<file path="src/rtl/chr_bank_pkg.sv">
package chr_bank_pkg;
    localparam int NUM_BANKS = 8;
    localparam int IDX_W     = $clog2(NUM_BANKS);
    localparam int NIB_W     = 4;
    localparam int BANK_W    = 2 * NIB_W;
    localparam int CPU_AW    = 16;
    localparam int PAGE_AW   = 10;

    localparam logic [CPU_AW-1:0] WIN_MASK = 16'hF80C;
    localparam logic [CPU_AW-1:0] WIN_LO   = 16'hB000;
    localparam logic [CPU_AW-1:0] WIN_HI   = 16'hE00C;

    typedef logic [NUM_BANKS-1:0][BANK_W-1:0] bank_arr_t;

    typedef struct packed {
        logic             hit;
        logic [IDX_W-1:0] idx;
        logic             upper;
    } wr_cmd_t;

    typedef struct packed {
        bank_arr_t bank;
    } bank_state_t;
endpackage

</file>
<file path="src/rtl/chr_bank_decode.sv">
module chr_bank_decode
    import chr_bank_pkg::*;
(
    input  logic              we,
    input  logic [CPU_AW-1:0] addr,
    output wr_cmd_t           cmd
);
    logic [CPU_AW-1:0] masked;
    logic [4:0]        page_hi;
    logic [4:0]        page_off;

    always_comb begin
        masked   = addr & WIN_MASK;
        page_hi  = addr[15:11];
        page_off = page_hi - 5'd6;
        cmd.hit   = we && (masked >= WIN_LO) && (masked <= WIN_HI);
        cmd.idx   = page_off[IDX_W-1:0] | addr[IDX_W+2:3];
        cmd.upper = addr[2];
    end
endmodule

</file>
<file path="src/rtl/chr_bank_regs.sv">
module chr_bank_regs
    import chr_bank_pkg::*;
(
    input  logic             clk,
    input  logic             rst,
    input  wr_cmd_t          cmd,
    input  logic [NIB_W-1:0] nib,
    output bank_arr_t        banks_q
);
    bank_state_t st_d, st_q;

    always_comb begin
        st_d = st_q;
        if (cmd.hit) begin
            if (cmd.upper)
                st_d.bank[cmd.idx][BANK_W-1:NIB_W] = nib;
            else
                st_d.bank[cmd.idx][NIB_W-1:0] = nib;
        end
    end

    always_ff @(posedge clk) begin
        if (rst)
            st_q <= '0;
        else
            st_q <= st_d;
    end

    assign banks_q = st_q.bank;
endmodule

</file>
<file path="src/rtl/chr_bank_map.sv">
module chr_bank_map
    import chr_bank_pkg::*;
#(
    parameter int PPU_AW = 14
) (
    input  bank_arr_t                   banks,
    input  logic [PPU_AW-1:0]           ppu_addr,
    input  logic [BANK_W-1:0]           mask,
    output logic [BANK_W+PAGE_AW-1:0]   rom_addr,
    output logic                        hit
);
    localparam int SEL_LSB = PAGE_AW;

    logic [IDX_W-1:0]  sel;
    logic [BANK_W-1:0] page;

    always_comb begin
        sel  = ppu_addr[SEL_LSB+IDX_W-1:SEL_LSB];
        hit  = (ppu_addr[PPU_AW-1:SEL_LSB+IDX_W] == '0);
        page = banks[sel] & mask;
        rom_addr = hit ? {page, ppu_addr[PAGE_AW-1:0]} : '0;
    end
endmodule

</file>
<file path="src/rtl/chr_nibble_bank.sv">
module chr_nibble_bank
    import chr_bank_pkg::*;
#(
    parameter int PPU_AW = 14
) (
    input  logic                        clk,
    input  logic                        rst,
    input  logic                        cpu_we,
    input  logic [CPU_AW-1:0]           cpu_addr,
    input  logic [BANK_W-1:0]           cpu_data,
    input  logic [PPU_AW-1:0]           ppu_addr,
    input  logic [BANK_W-1:0]           chr_mask,
    output logic [BANK_W+PAGE_AW-1:0]   chr_addr,
    output logic                        chr_hit
);
    wr_cmd_t   cmd;
    bank_arr_t banks_q;

    chr_bank_decode u_dec (
        .we   (cpu_we),
        .addr (cpu_addr),
        .cmd  (cmd)
    );

    chr_bank_regs u_regs (
        .clk     (clk),
        .rst     (rst),
        .cmd     (cmd),
        .nib     (cpu_data[NIB_W-1:0]),
        .banks_q (banks_q)
    );

    chr_bank_map #(.PPU_AW(PPU_AW)) u_map (
        .banks    (banks_q),
        .ppu_addr (ppu_addr),
        .mask     (chr_mask),
        .rom_addr (chr_addr),
        .hit      (chr_hit)
    );
endmodule

</file>
<file path="config.mk">
export PLATFORM = sky130hd
export DESIGN_NAME = chr_nibble_bank
export DESIGN_NICKNAME = d
export VERILOG_FILES = /design/src/rtl/chr_bank_pkg.sv /design/src/rtl/chr_bank_decode.sv /design/src/rtl/chr_bank_regs.sv /design/src/rtl/chr_bank_map.sv /design/src/rtl/chr_nibble_bank.sv
export SDC_FILE = /design/constraint.sdc
export NUM_CORES = 1
export LEC_CHECK = 0
export BUFFER_PORTS_ARGS = -buffer_cell sky130_fd_sc_hd__buf_2
export CAP_MARGIN = 20
export CORE_ASPECT_RATIO = 1.5
export CORE_MARGIN = 5
export CORE_UTILIZATION = 59
export CTS_BUF_LIST = sky130_fd_sc_hd__clkbuf_16
export DETAILED_ROUTE_END_ITERATION = 10
export MAX_ROUTING_LAYER = met4
export PLACE_DENSITY = 0.88
export SYNTH_ARGS = -nofsm -noshare
export SYNTH_HDL_FRONTEND = slang
export SYNTH_HIERARCHICAL = 1
export SYNTH_SLANG_ARGS = --single-unit
</file>
<file path="constraint.sdc">
create_clock -name clk -period 3.8 [get_ports clk]
set_input_delay 1.14 -clock clk [delete_from_list [all_inputs] [get_ports clk]]
set_output_delay 1.14 -clock clk [all_outputs]
set_load 0.02 [all_outputs]
</file>
[Word level (Yosys, flattened, before mapping)]
Cells that the tools add are included.
Widths: inputs -> output; s select.
Word-level totals
  output and inout bits: 19
  input port bits: 49
  flip-flop bits (word level): 64
Cells by class
  bitwise logic cells: 3
  reductions and logical operators: 3
  mux-type cells: 10
  $lt $le $gt $ge: 5
  $add $sub $neg: 1
Operator list (number)
  $bwmux 64: 2
  $mux 64: 1
  $demux 8 s3: 2
  $bmux 8 s3: 1
  $mux 18: 1
  $ge 16x16->1 const B: 1
  $le 16x16->1 const B: 1
  $mux 8: 2
  $and 8x8->8: 1
  $lt 3x4->1 const B: 2
  $mux 4: 1
  $ge 3x1->1 const B: 1
  $logic_and 1x1->1: 3
  $or 3x3->3: 1
  $sub 3x3->3 const B: 1
  $not 1->1: 1

[Longest topological paths before layout]
  word-level depth: 8
  mapped depth: 8
  depth with buffers taken out: 8

[Cells and area by module]
The synthesis kept the hierarchy.
By module, submodules not included
  chr_bank_regs: area an instance 2536.2 sq um, cells an instance 235, instances 1, seq. area each 1281.2 sq um
  chr_bank_map: area an instance 713.2 sq um, cells an instance 95, instances 1, seq. area each 0.0 sq um
  chr_bank_decode: area an instance 97.6 sq um, cells an instance 13, instances 1, seq. area each 0.0 sq um

[Worst setup path before layout]
Ideal clock, no wire load.
  path type: input -> output
  start point: in ppu_addr[11]
  end point: out chr_addr[16]
  arrival: 1937 ps
  cell stages on the path: 5
  data required time: 2660 ps
  buffers on the path: 2
  setup slack: 723 ps
  path through: buf_6 > buf_12 > mux2i_1 > a22oi_1 > and3_1
Between the ends
  word-level cells in the longest chain between the ends: 4
Ends and longest elaborated chain
  from (decl): line chr_nibble_bank.sv:11  | input logic [PPU_AW-1:0] ppu_addr,
  $bmux 8 s3: line chr_bank_map.sv:20  | page = banks[sel] & mask;
  $mux 8 (not written as such): line chr_bank_map.sv:20
  $and 8x8->8: line chr_bank_map.sv:20
  $mux 18: line chr_bank_map.sv:21  | rom_addr = hit ? {page, ppu_addr[PAGE_AW-1:0]} : '0;
  to (decl): line chr_nibble_bank.sv:13  | output logic [BANK_W+PAGE_AW-1:0] chr_addr,
No other way between the ends. The select of a mux whose other input is x is not followed.

[Final worst setup path]
  start point: in ppu_addr[10]
  end point: out chr_addr[12]
The elaborated chain is that of the path after synthesis.

==> results.json <==
{
  "drt_first_pass_iters": 5,
  "grt_max_degree": 49,
  "drive_above_1_share_pct": 18.5,
  "portBuffers": 56,
  "diodes": 0,
  "avgSynthCellArea_um2": 9.76,
  "drt-initial-drc-count": 186,
  "synth.cell_area_mm2": 0.00335,
  "mostFrequentLayoutCell": "mux2i_1",
  "die_h_um": 102,
  "clock_latency_ns": 0.32,
  "core-area_mm2": 0.00549,
  "postCtsHoldBufs": 0,
  "drv_cap": 0,
  "cts_setup_buffers": 0,
  "gp_congestion": 0.797,
  "worstHoldPathType": "register to register",
  "areaGrowthSynthToFinish_pct": 17.0,
  "wl_mm": 7.60,
  "synth_cells": 343,
  "period_needed_ns": 3.52,
  "setup_tns_ns": 0,
  "largest_reg_flops": 64,
  "dp_slack_ns": 0.297,
  "netlist-cell-type-count": 29,
  "powerDensity_mw_per_mm2": 422,
  "p_total_mw": 1.65,
  "ys_seq_elements": 64,
  "vias_per_cell": 5.60,
  "antenna_found_initial": 0,
  "r2r-start": "u_regs/banks_q[39]",
  "endpoint_kind": "primary output",
  "first_global_vias": 2608,
  "seq_area_frac_synth_pct": 38.3,
  "worstPathMaxFanout": 8,
  "crit_arrival_ns": 2.38,
  "hold_viol_final": 0,
  "io_pins": 68,
  "leakage_nw": 2.03,
  "worst_hold_path.endpoint": "u_regs/banks_q[8]",
  "whs_ns": 0.473,
  "row_count": 33,
  "fmax_mhz": 284,
  "path_class": "input port to primary output",
  "rsz0062_at_grt": "no",
  "slew_viol_final": 0,
  "numCtsBuffers": 9,
  "fin_nets": 441,
  "htree_num_levels": 3,
  "vdd_drop_max_v": 0.000342,
  "min_path_cells": 2,
  "numClockSinks": 64,
  "clkSlewWorstSetupHoldPaths_ns": 0.05,
  "synth_fp_nets": 394,
  "nFillCells": 386,
  "r2r_slack_ns": 3.15,
  "fin_cells": 464,
  "cts_tree": "done",
  "status": "finished clean",
  "worstPathRequired_ns": 2.66,
  "avgRoutedWirePerCell_um": 16.4,
  "track_usage_pct": 22.5,
  "place_inst": 449,
  "worst_slew_pin_slew_ns": 0.698,
  "rr_endpoint": "u_regs/banks_q[39]",
  "root_buffer": "clkbuf_16",
  "skew_ns": 0,
  "clk_path_buf_depth": 2,
  "final_antenna_net_count": 0,
  "via_count": 2597,
  "grt_overflow": 0,
  "final_cell_mix": "mux2i_1 (96), nand2b_1 (78), dfxtp_1 (64), buf_2 (56), nand2_1 (20)",
  "layout.area.seq_mm2": 0.00128,
  "die_width_um": 71.5,
  "period_share_pct": 92.6,
  "relSlewSlack_pct": 53.4,
  "worstSetupStartpointType": "input port",
  "hp-start": "u_regs/banks_q[8]",
  "setup_viol": 0,
  "multi_input_area_mm2": 0.00191,
  "route.detailed.drc": 0,
  "ys.warnings.count": 6,
  "r2r_cells": 2,
  "finalWorstSetupSlack_ns": 0.279,
  "dp.final_hpwl_mm": 5.25,
  "start_util_pct": 60.9,
  "post_cts_resize_count": 0,
  "grt_pass1_wl_mm": 12.3,
  "die_area_mm2": 0.00731
}
worst max-delay path: stages:
cell and delay (ns):
buf_2 0.10, nor2b_1 0.57, a21oi_1 0.17, and3_1 0.23
buf_2 0.16
layout make-up:
type / instances / share of cell area [%]
well taps: 70 / 2.24
multi-input cells: 253 / 48.9
clock buffers: 9 / 5.75
inverters: 2 / 0.192
clock inverters: 6 / 1.95
flip-flops and latches: 64 / 32.7
repair buffers: 60 / 8.25
worst max path at each step:
stage	startpoint	end	slack [ns]	depth (start not counted)
final	ppu_addr[10]	chr_addr[12]	0.28	5
after global routing	ppu_addr[10]	chr_addr[16]	0.18	5
after CTS	ppu_addr[10]	chr_addr[12]	0.29	5
after detailed placement	ppu_addr[10]	chr_addr[12]	0.30	5
after global placement	ppu_addr[10]	chr_addr[12]	0.33	5
after floorplan	ppu_addr[11]	chr_addr[16]	0.72	5
cells by family (layout without fill, tap and decap cells):
logic type,Yosys count,count (layout),synth area share [%]
and+or+nand+nor,136,136,24.0
muxes,96,96,28.7
DFF,64,64,38.3
buffers and inverters,26,77,4.52
AOI/OAI and AO/OA,19,19,3.74
adders and majority gates,2,2,0.748
power by group:
group / leakage [nW] / internal (mW) / switching (mW)
registers: 0.516 / 0.676 / 0.00187
logic: 1.37 / 0.0640 / 0.0829
clock network: 0.152 / 0.561 / 0.268
total: 2.03 / 1.30 / 0.353
Yosys cell counts:
library cell | instances | share of area, %
nor3b_2 | 1 | 0.37
and2b_1 | 2 | 0.45
nand2b_1 | 78 | 15
nand3_1 | 6 | 0.90
a22o_1 | 1 | 0.26
nor2_1 | 2 | 0.22
clkbuf_2 | 1 | 0.15
buf_2 | 5 | 0.75
clkbuf_1 | 12 | 1.3
buf_6 | 2 | 0.67
buf_8 | 1 | 0.45
ha_1 | 2 | 0.75
o211ai_1 | 1 | 0.22
and2_1 | 2 | 0.37
and3_1 | 9 | 1.7
buf_4 | 1 | 0.22
mux2i_1 | 96 | 29
dfxtp_1 | 64 | 38
nand2_1 | 20 | 2.2
or4_1 | 1 | 0.22
a22oi_1 | 8 | 1.8
nor2b_1 | 12 | 2.2
or2_1 | 1 | 0.19
a21oi_1 | 8 | 1.2
inv_1 | 2 | 0.22
buf_12 | 1 | 0.60
buf_1 | 1 | 0.11
a32oi_1 | 1 | 0.26
and3b_1 | 2 | 0.52
metal layers:
metal  global-route usage [%]  wire length [µm]  up-vias
li1                         -                 -     1261
met4                     9.84               163        0
met3                     5.31               275       13
met1                     24.4              3090     1273
met2                     38.8              4060       50
met5                        -                 0        -
stage by stage:
stage / cell area (µm²) / util, %
after CTS: 3920 / 71.3
final: 3920 / 71.3
after detailed placement: 3610 / 65.8
after floorplan: 3350 / -
after global routing: 3920 / 71.3
after global placement: 3610 / 65.8
Note: power is estimated with default switching activity, not from simulation.
